**config.mk**
```make
export PLATFORM = sky130hd
export DESIGN_NAME = guard_timer_top
export DESIGN_NICKNAME = d
export VERILOG_FILES = /design/src/rtl/guard_pkg.sv /design/src/rtl/guard_datapath.sv /design/src/rtl/guard_ctrl.sv /design/src/rtl/guard_timer_top.sv
export SDC_FILE = /design/constraint.sdc
export NUM_CORES = 1
export LEC_CHECK = 0
export ABC_AREA = 1
export BUFFER_PORTS_ARGS = -buffer_cell sky130_fd_sc_hd__buf_2
export CAP_MARGIN = 20
export CORE_MARGIN = 2
export CORE_UTILIZATION = 55
export CTS_CLUSTER_SIZE = 24
export DETAILED_ROUTE_END_ITERATION = 8
export PLACE_DENSITY = 0.75
export SYNTH_ARGS = -nofsm -noshare
export SYNTH_HDL_FRONTEND = slang
export SYNTH_SLANG_ARGS = --single-unit
```
**constraint.sdc**
```tcl
create_clock -name clk -period 4.65 [get_ports clk]
set_clock_uncertainty 0.2 [all_clocks]
set_input_delay 0.93 -clock clk [delete_from_list [all_inputs] [get_ports clk]]
set_output_delay 0.93 -clock clk [all_outputs]
set_load 0.005 [all_outputs]
```
**src/rtl/guard_pkg.sv**
```systemverilog
package guard_pkg;
  // option field positions decoded by the control
  localparam int OPT_RATIO_LSB = 0;
  localparam int OPT_OWNER     = 3;
  localparam int OPT_EDGE      = 4;
  localparam int OPT_SRC       = 5;

  typedef struct packed {
    logic wdtStep;
    logic wdtClear;
    logic psStep;
    logic psClear;
  } guard_strobe_t;
endpackage

```
**src/rtl/guard_datapath.sv**
```systemverilog
module guard_datapath #(
  parameter int BASE_TICKS = 18,
  parameter int PS_WIDTH   = 8,
  parameter int RATIO_BITS = 3
) (
  input  logic                      clk,
  input  logic                      rstN,
  input  guard_pkg::guard_strobe_t  strobe,
  input  logic [RATIO_BITS-1:0]     ratio,
  output logic                      wdtAtMax,
  output logic                      psAtTerm
);
  localparam int CNT_W = (BASE_TICKS > 2) ? $clog2(BASE_TICKS) : 1;

  logic [CNT_W-1:0]    wdtCnt;
  logic [PS_WIDTH-1:0] psCnt;
  logic [PS_WIDTH-1:0] psTerm;

  assign wdtAtMax = (wdtCnt == CNT_W'(BASE_TICKS - 1));
  assign psTerm   = (PS_WIDTH'(1) << ratio) - PS_WIDTH'(1);
  assign psAtTerm = (psCnt == psTerm);

  always_ff @(posedge clk) begin
    if (!rstN) begin
      wdtCnt <= '0;
    end else if (strobe.wdtClear) begin
      wdtCnt <= '0;
    end else if (strobe.wdtStep) begin
      wdtCnt <= wdtAtMax ? '0 : wdtCnt + CNT_W'(1);
    end
  end

  always_ff @(posedge clk) begin
    if (!rstN) begin
      psCnt <= '0;
    end else if (strobe.psClear) begin
      psCnt <= '0;
    end else if (strobe.psStep) begin
      psCnt <= psAtTerm ? '0 : psCnt + PS_WIDTH'(1);
    end
  end
endmodule

```
**src/rtl/guard_ctrl.sv**
```systemverilog
module guard_ctrl #(
  parameter int RATIO_BITS = 3,
  parameter int OPT_W      = RATIO_BITS + 3
) (
  input  logic                      clk,
  input  logic                      rstN,
  input  logic                      cfgEnable,
  input  logic                      optWe,
  input  logic [OPT_W-1:0]          optData,
  input  logic                      wdtClr,
  input  logic                      sleepReq,
  input  logic                      wdtTick,
  input  logic                      tmrPin,
  input  logic                      wdtAtMax,
  input  logic                      psAtTerm,
  output guard_pkg::guard_strobe_t  strobe,
  output logic [RATIO_BITS-1:0]     ratio,
  output logic                      resetReq,
  output logic                      wakeReq,
  output logic                      tmrInc
);
  import guard_pkg::*;

  logic [OPT_W-1:0] optReg;
  logic asleep;
  logic pinPrev;
  logic ownerWdt, srcPin, edgeFall;
  logic cfgChange, quietOp, baseWrap, fire, tmrEvent, incNext;

  assign ownerWdt = optReg[OPT_OWNER];
  assign srcPin   = optReg[OPT_SRC];
  assign edgeFall = optReg[OPT_EDGE];
  assign ratio    = optReg[OPT_RATIO_LSB +: RATIO_BITS];

  always_comb begin
    cfgChange = optWe &&
      ((optData[OPT_OWNER] != ownerWdt) ||
       (optData[OPT_RATIO_LSB +: RATIO_BITS] != ratio));
    quietOp   = wdtClr || sleepReq;
    strobe.wdtStep  = cfgEnable && wdtTick && !quietOp;
    baseWrap  = strobe.wdtStep && wdtAtMax;
    fire      = ownerWdt ? (baseWrap && psAtTerm) : baseWrap;
    strobe.wdtClear = !cfgEnable || quietOp || fire;
    if (srcPin)
      tmrEvent = edgeFall ? (pinPrev && !tmrPin) : (!pinPrev && tmrPin);
    else
      tmrEvent = 1'b1;
    strobe.psStep  = ownerWdt ? baseWrap : tmrEvent;
    strobe.psClear = cfgChange ||
                     (ownerWdt && (!cfgEnable || quietOp || fire));
    incNext = ownerWdt ? tmrEvent : (tmrEvent && psAtTerm && !strobe.psClear);
  end

  always_ff @(posedge clk) begin
    if (!rstN) begin
      optReg   <= '1;
      asleep   <= 1'b0;
      pinPrev  <= 1'b0;
      resetReq <= 1'b0;
      wakeReq  <= 1'b0;
      tmrInc   <= 1'b0;
    end else begin
      if (optWe) optReg <= optData;
      if (sleepReq) asleep <= 1'b1;
      else if (fire && asleep) asleep <= 1'b0;
      pinPrev  <= tmrPin;
      resetReq <= fire && !asleep;
      wakeReq  <= fire && asleep;
      tmrInc   <= incNext;
    end
  end
endmodule

```
**src/rtl/guard_timer_top.sv**
```systemverilog
module guard_timer_top #(
  parameter int BASE_TICKS = 18,
  parameter int PS_WIDTH   = 8,
  parameter int RATIO_BITS = 3
) (
  input  logic       clk,
  input  logic       rstN,
  input  logic       cfgEnable,
  input  logic       optWe,
  input  logic [5:0] optData,
  input  logic       wdtClr,
  input  logic       sleepReq,
  input  logic       wdtTick,
  input  logic       tmrPin,
  output logic       resetReq,
  output logic       wakeReq,
  output logic       tmrInc
);
  guard_pkg::guard_strobe_t strobe;
  logic [RATIO_BITS-1:0] ratio;
  logic wdtAtMax, psAtTerm;

  guard_ctrl #(.RATIO_BITS(RATIO_BITS), .OPT_W(6)) u_ctrl (
    .clk(clk), .rstN(rstN), .cfgEnable(cfgEnable), .optWe(optWe),
    .optData(optData), .wdtClr(wdtClr), .sleepReq(sleepReq),
    .wdtTick(wdtTick), .tmrPin(tmrPin), .wdtAtMax(wdtAtMax),
    .psAtTerm(psAtTerm), .strobe(strobe), .ratio(ratio),
    .resetReq(resetReq), .wakeReq(wakeReq), .tmrInc(tmrInc)
  );

  guard_datapath #(
    .BASE_TICKS(BASE_TICKS), .PS_WIDTH(PS_WIDTH), .RATIO_BITS(RATIO_BITS)
  ) u_dp (
    .clk(clk), .rstN(rstN), .strobe(strobe), .ratio(ratio),
    .wdtAtMax(wdtAtMax), .psAtTerm(psAtTerm)
  );
endmodule

```
Word level (Yosys, flattened, before mapping). Index checks and enable logic that the tools add are counted.

Register bits after elaboration: 24.

Muxes and demuxes: 9. $add $sub $neg: 3. Shift-type cells: 1. Bitwise operators: 1. Reductions and logical operators: 26. Equality and inequality tests: 4.

Operators with widths (number): 1-bit logical AND (12); 8-bit by 1-bit adder with 8-bit output, second input constant (1); 8-bit equality test (1); 8-bit two-way mux (1); 1-bit by 3-bit left shift with 8-bit output, first input constant (1); 8-bit by 2-bit subtractor with 8-bit output, second input constant (1); 1-bit two-way mux (7); 1-bit logical NOT (6); 5-bit by 1-bit adder with 5-bit output, second input constant (1); 5-bit equality test, second input constant (1); 1-bit logical OR (5); 5-bit two-way mux (1); 2-bit OR reduction (2); 3-bit inequality test (1); 2-bit nonzero test (1); 1-bit inequality test (1); 1-bit inverter (1).

Longest topological paths before layout.
Depth after elaboration: 12. Gate-level depth with buffers: 17. Gate-level depth less buffers: 16.

Modules after synthesis. From an unflattened synthesis, not the netlist that was laid out.

Cells, all modules: 200. Area, all modules: 1397.6 µm².

By module, submodules not included: guard_datapath (area an instance 825.8 µm², sequential area each 260.2 µm², instances 1, cells each 118); guard_ctrl (area an instance 571.8 µm², sequential area each 220.2 µm², instances 1, cells each 82).

Worst setup path after synthesis. No wires, ideal clock.

Path type: in2reg. From: in sleepReq. To: reg u_dp.psCnt[5]. Slack: 2.405 ns. Arrival: 1.931 ns. Setup time: 0.114 ns. Stages: 10. Path through: nor3_4 > nand2_2 > nor4_4 > nand2_2 > nand2_4 > inv_2 > nand2_1 > nand2_1 > inv_1 > nor2_2.

Cells in the longest elaborated chain, start to end: 10. Elaborated cells on any way between the ends: 12. Those cells by class: 2 x mux; 10 x reduce/logical.

Ends and longest elaborated chain: start, declared (line guard_timer_top.sv:12) `input logic sleepReq,`; 1-bit logical OR (*) (line guard_ctrl.sv:39) `quietOp = wdtClr || sleepReq;`; 1-bit logical NOT (line guard_ctrl.sv:40) `strobe.wdtStep = cfgEnable && wdtTick && !quietOp;`; 1-bit logical AND (line guard_ctrl.sv:40); 1-bit logical AND (line guard_ctrl.sv:41) `baseWrap = strobe.wdtStep && wdtAtMax;`; 1-bit logical AND (line guard_ctrl.sv:42) `fire = ownerWdt ? (baseWrap && psAtTerm) : baseWrap;`; 1-bit two-way mux (line guard_ctrl.sv:42); 1-bit logical OR (line guard_ctrl.sv:50) `(ownerWdt && (!cfgEnable || quietOp || fire));`; 1-bit logical AND (line guard_ctrl.sv:50); 1-bit logical OR (line guard_ctrl.sv:49) `strobe.psClear = cfgChange ||`; 2-bit OR reduction (no source line); end signal, assigned (line guard_datapath.sv:39) `psCnt <= psAtTerm ? '0 : psCnt + PS_WIDTH'(1);`; end, declared (line guard_datapath.sv:16) `logic [PS_WIDTH-1:0] psCnt;`.

Mark *: on every way between the ends. The rest lies on a longest branch, timed or not. A chain may end at the register's enable or synchronous reset.

Worst setup path in the final report.
From: reg u_ctrl.optReg[2]. To: reg u_dp.psCnt[7].

Cells in the longest elaborated chain, start to end: 9. Elaborated cells on any way between the ends: 13. Those cells by class: 1 x add/sub; 2 x eq/ne; 1 x shift; 2 x mux; 7 x reduce/logical.

Ends and longest elaborated chain: start, declared (line guard_ctrl.sv:24) `logic [OPT_W-1:0] optReg;`; start signal, assigned (line guard_ctrl.sv:63) `if (optWe) optReg <= optData;`; 1-bit by 3-bit left shift with 8-bit output (line guard_datapath.sv:20) `assign psTerm = (PS_WIDTH'(1) << ratio) - PS_WIDTH'(1);`; 8-bit by 2-bit subtractor with 8-bit output (line guard_datapath.sv:20); 8-bit equality test (line guard_datapath.sv:21) `assign psAtTerm = (psCnt == psTerm);`; 1-bit logical AND (line guard_ctrl.sv:42); 1-bit two-way mux (line guard_ctrl.sv:42); 1-bit logical OR (line guard_ctrl.sv:50); 1-bit logical AND (line guard_ctrl.sv:50); 1-bit logical OR (line guard_ctrl.sv:49); 2-bit OR reduction (no source line).

Parallel ways exist; a longest one is shown, timed or not.

==> impl_metrics.py <==
metrics = {
    "global_route": {
        "grt_pass1_wl_um": 5440,
        "antenna_found_initial": 0,
        "track_usage_pct": 20.4,
        "grt_overflow_total": 0,
        "grt_pass1_vias": 1322,
        "grt_max_degree": 15,
    },
    "yosys": {
        "muxShareOfSynthArea_pct": 0,
        "synth_top_family_by_area": "simple AND/OR/NAND/NOR gates",
        "yosys_warnings": 0,
        "yosysUniqueCellTypes": 27,
        "yosysTopAreaCell": "dfxtp_1",
        "async_flop_share_pct": 0,
        "synth-seq-area-share_pct": 30.0,
        "synth_edf_count": 0,
        "synth.avg_cell_area_sq_um": 6.99,
        "synth.top_cells.by_area": "dfxtp_1 (30%), nand2_1 (12%), inv_1 (6.3%)",
        "synthSimpleGateAreaFrac_pct": 43.8,
        "synth-adder-area-share_pct": 3.13,
        "synth_top_area_share_pct": 30.0,
        "ys.flop_type": "dfxtp_1",
        "syn_area_sq_um": 1600,
        "synth_xor_area_share_pct": 7.11,
        "ys_ff_latch": 24,
        "synth_compound_area_share_pct": 5.23,
        "postSynthCellCount": 229,
        "synthesis.nets": 247,
    },
    "floorplan": {
        "die_y_um": 58.0,
        "core-area_sq_um": 2760,
        "initial_utilization_pct": 58.1,
        "ios": 17,
        "dieArea_sq_um": 3360,
        "die_w_um": 58.0,
        "rows": 19,
    },
    "timing": {
        "report.final.slew_viol_count": 0,
        "setup_viol": 0,
        "rsz0062_at_grt": "false",
        "setup_tns_ps": 0,
        "maxSlewHeadroom_pct": 72.5,
        "min_period_over_period_pct": 53.3,
        "fin_crit_ps": 2480,
        "fmax_mhz": 403,
        "hold_viol": 0,
        "worst-slew-pin-transition_ps": 412,
    },
    "clocking": {
        "clock-sinks": 24,
        "cts_setup_buffers": 0,
        "insertion_delay_ps": 310,
        "htreeDepth": 1,
        "ctsHoldBuffers": 0,
        "cts_root_buffer": "clkbuf_4",
        "cts_buffer_depth": 2,
        "cts_resized": 0,
        "cts_buffers": 3,
        "cts_tree": "yes",
        "clk_pin_slew_worst_paths_ps": 140,
    },
    "finish": {
        "final_area_sq_um": 1730,
        "nets": 263,
        "layout-drive-gt1-share_pct": 24.2,
        "insertedDiodeCount": 0,
        "area_growth_pct": 8.12,
    },
    "drt": {
        "drt_wl_total_um": 2960,
        "drcViolationCount": 0,
        "drtAntennaViolNets": 0,
        "vias_per_cell": 5.05,
        "first_pass_iters": 4,
        "vias": 1389,
        "wire_per_inst_um": 10.8,
        "drtIter0Drc": 71,
    },
    "critical_path": {
        "cp_max_fo": 10,
        "worst-setup-path-type": "flop to flop",
        "rr_startpoint": "u_ctrl.optReg[2]$_SDFFE_PN1P_",
        "worstReg2RegEnd": "u_dp.psCnt[7]$_SDFFE_PP0P_",
        "critPathCaptureType": "flop",
        "start_kind": "flop",
        "crit_required_ps": 4670,
        "r2r_slack_ps": 2170,
        "r2r.worst_path.cells": 14,
        "crit_arrival_ps": 2490,
    },
    "placed_design": {
        "gp_congestion": 0.843,
        "place_area_sq_um": 1680,
        "dpl.hpwl_um": 2360,
        "io_buffer_count": 16,
    },
    "min_path": {
        "min_path_type": "flop to flop",
        "hold_depth": 2,
        "min_from": "u_ctrl.asleep$_SDFFE_PN0P_",
        "min_to": "u_ctrl.wakeReq$_SDFF_PN0_",
    },
    "pwr": {
        "p_per_area_nw_per_um2": 245,
        "power.leakage_nw": 0.781,
        "vdd_ir_drop_max_uv": 254,
    },
    "job": {
        "drv_cap": 0,
    },
    "outcome": {
        "status": "complete, no violations",
    },
}
-- worst max path at each step --
| stage | startpoint | endpoint | slack, ps | cells after the start |
|---|---|---|---|---|
| 4_1_cts | u_ctrl.optReg[2]$_SDFFE_PN1P_ | u_dp.psCnt[7]$_SDFFE_PP0P_ | 2180 | 14 |
| 5_1_grt | u_ctrl.optReg[2]$_SDFFE_PN1P_ | u_dp.psCnt[6]$_SDFFE_PP0P_ | 1850 | 14 |
| 3_3_place_gp | sleepReq | u_dp.psCnt[2]$_SDFFE_PP0P_ | 2120 | 11 |
| 6_report | u_ctrl.optReg[2]$_SDFFE_PN1P_ | u_dp.psCnt[7]$_SDFFE_PP0P_ | 2170 | 14 |
| 2_1_floorplan | sleepReq | u_dp.psCnt[5]$_SDFFE_PP0P_ | 2410 | 10 |
| 3_5_place_dp | sleepReq | u_dp.psCnt[7]$_SDFFE_PP0P_ | 2110 | 11 |
-- logic make-up after synthesis --
family | after synthesis
AND/OR/NAND/NOR | 133
AO/OA/AOI/OAI | 16
adder cells (fa/ha/maj) | 4
flip-flops | 24
buffers and inverters | 39
XOR/XNOR | 13
-- power by group --
group          total (mW)  internal [mW]  switching [mW]  leakage (nW)
sequential          0.219          0.211         0.00796         0.196
combinational      0.0560         0.0217          0.0342         0.558
clock               0.149         0.0871          0.0623        0.0279
total               0.425          0.320           0.105         0.781
-- registers in the layout, summed over array words and instances, names as in the netlist --
name	flops
u_ctrl.optReg	6
u_dp.psCnt	8
u_ctrl.resetReq	1
u_dp.wdtCnt	5
u_ctrl.tmrInc	1
u_ctrl.pinPrev	1
u_ctrl.wakeReq	1
u_ctrl.asleep	1
-- layer usage --
metal  vias up  global-route usage [%]  part of all wire (%)
met5         -                       0                     0
met4         0                    6.64                   1.1
met3         4                    4.69                   3.7
met2        15                    32.3                    45
met1       613                    27.6                    50
li1        757                       -                     -
-- final cells by class --
| type | count | area [sq um] |
|---|---|---|
| Tap cell | 31 | 38.8 |
| Sequential cell | 24 | 480 |
| Timing Repair Buffer | 16 | 80.1 |
| Clock buffer | 3 | 22.5 |
| Clock inverter | 1 | 30.0 |
| Fill cell | 264 | 1030 |
| Inverter | 34 | 131 |
| Multi-Input combinational cell | 166 | 948 |
-- synthesized netlist by cell type, types with 2 or more instances --
master	n
nand2_4	2
clkbuf_1	2
nand2_1	53
inv_2	5
nor2_1	14
ha_1	4
xor2_1	9
dfxtp_1	24
xnor2_1	4
nand3b_1	5
a21oi_1	7
nor3_1	4
buf_6	3
nand3_2	4
o21ai_0	8
nand4_1	8
inv_1	27
nand2_2	14
nor2_2	9
nand3_1	16
-- per-stage QoR --
| step | std cells | util (%) | hold slack [ps] | setup WS [ps] | power [mW] |
|---|---|---|---|---|---|
| final | 275 | 62.8 | 271 | 2170 | 0.425 |
| after global routing | 275 | 62.8 | 305 | 1850 | 0.448 |
| after CTS | 275 | 62.8 | 268 | 2180 | 0.430 |
| after detailed placement | 271 | 60.9 | 238 | 2110 | 0.280 |
| after global placement | 271 | 60.9 | 243 | 2120 | 0.280 |
| after floorplan | 229 | - | 224 | 2410 | 0.267 |
-- placed cells by master, fill, tap and decap left out, types with 7 or more instances in the layout --
cell type / instances
a21oi_1: 7
nor2_1: 14
xor2_1: 9
dfxtp_1: 24
buf_2: 16
nand2_2: 14
nor2_2: 9
nand4_1: 8
o21ai_0: 8
inv_1: 27
nand3_1: 16
nand2_1: 53
-- critical path, stage by stage, from the launching register on --
cell	delay [ps]
dfxtp_1	600
inv_4	110
nand2_2	110
ha_1	280
inv_1	90
nand2_1	70
nand2_1	50
nand2_1	90
nand4_1	90
nor2_1	110
nand3_1	240
nand3b_1	170
nand2_1	60
inv_1	70
nor2_2	40
Power figures use the tool's default switching activity.
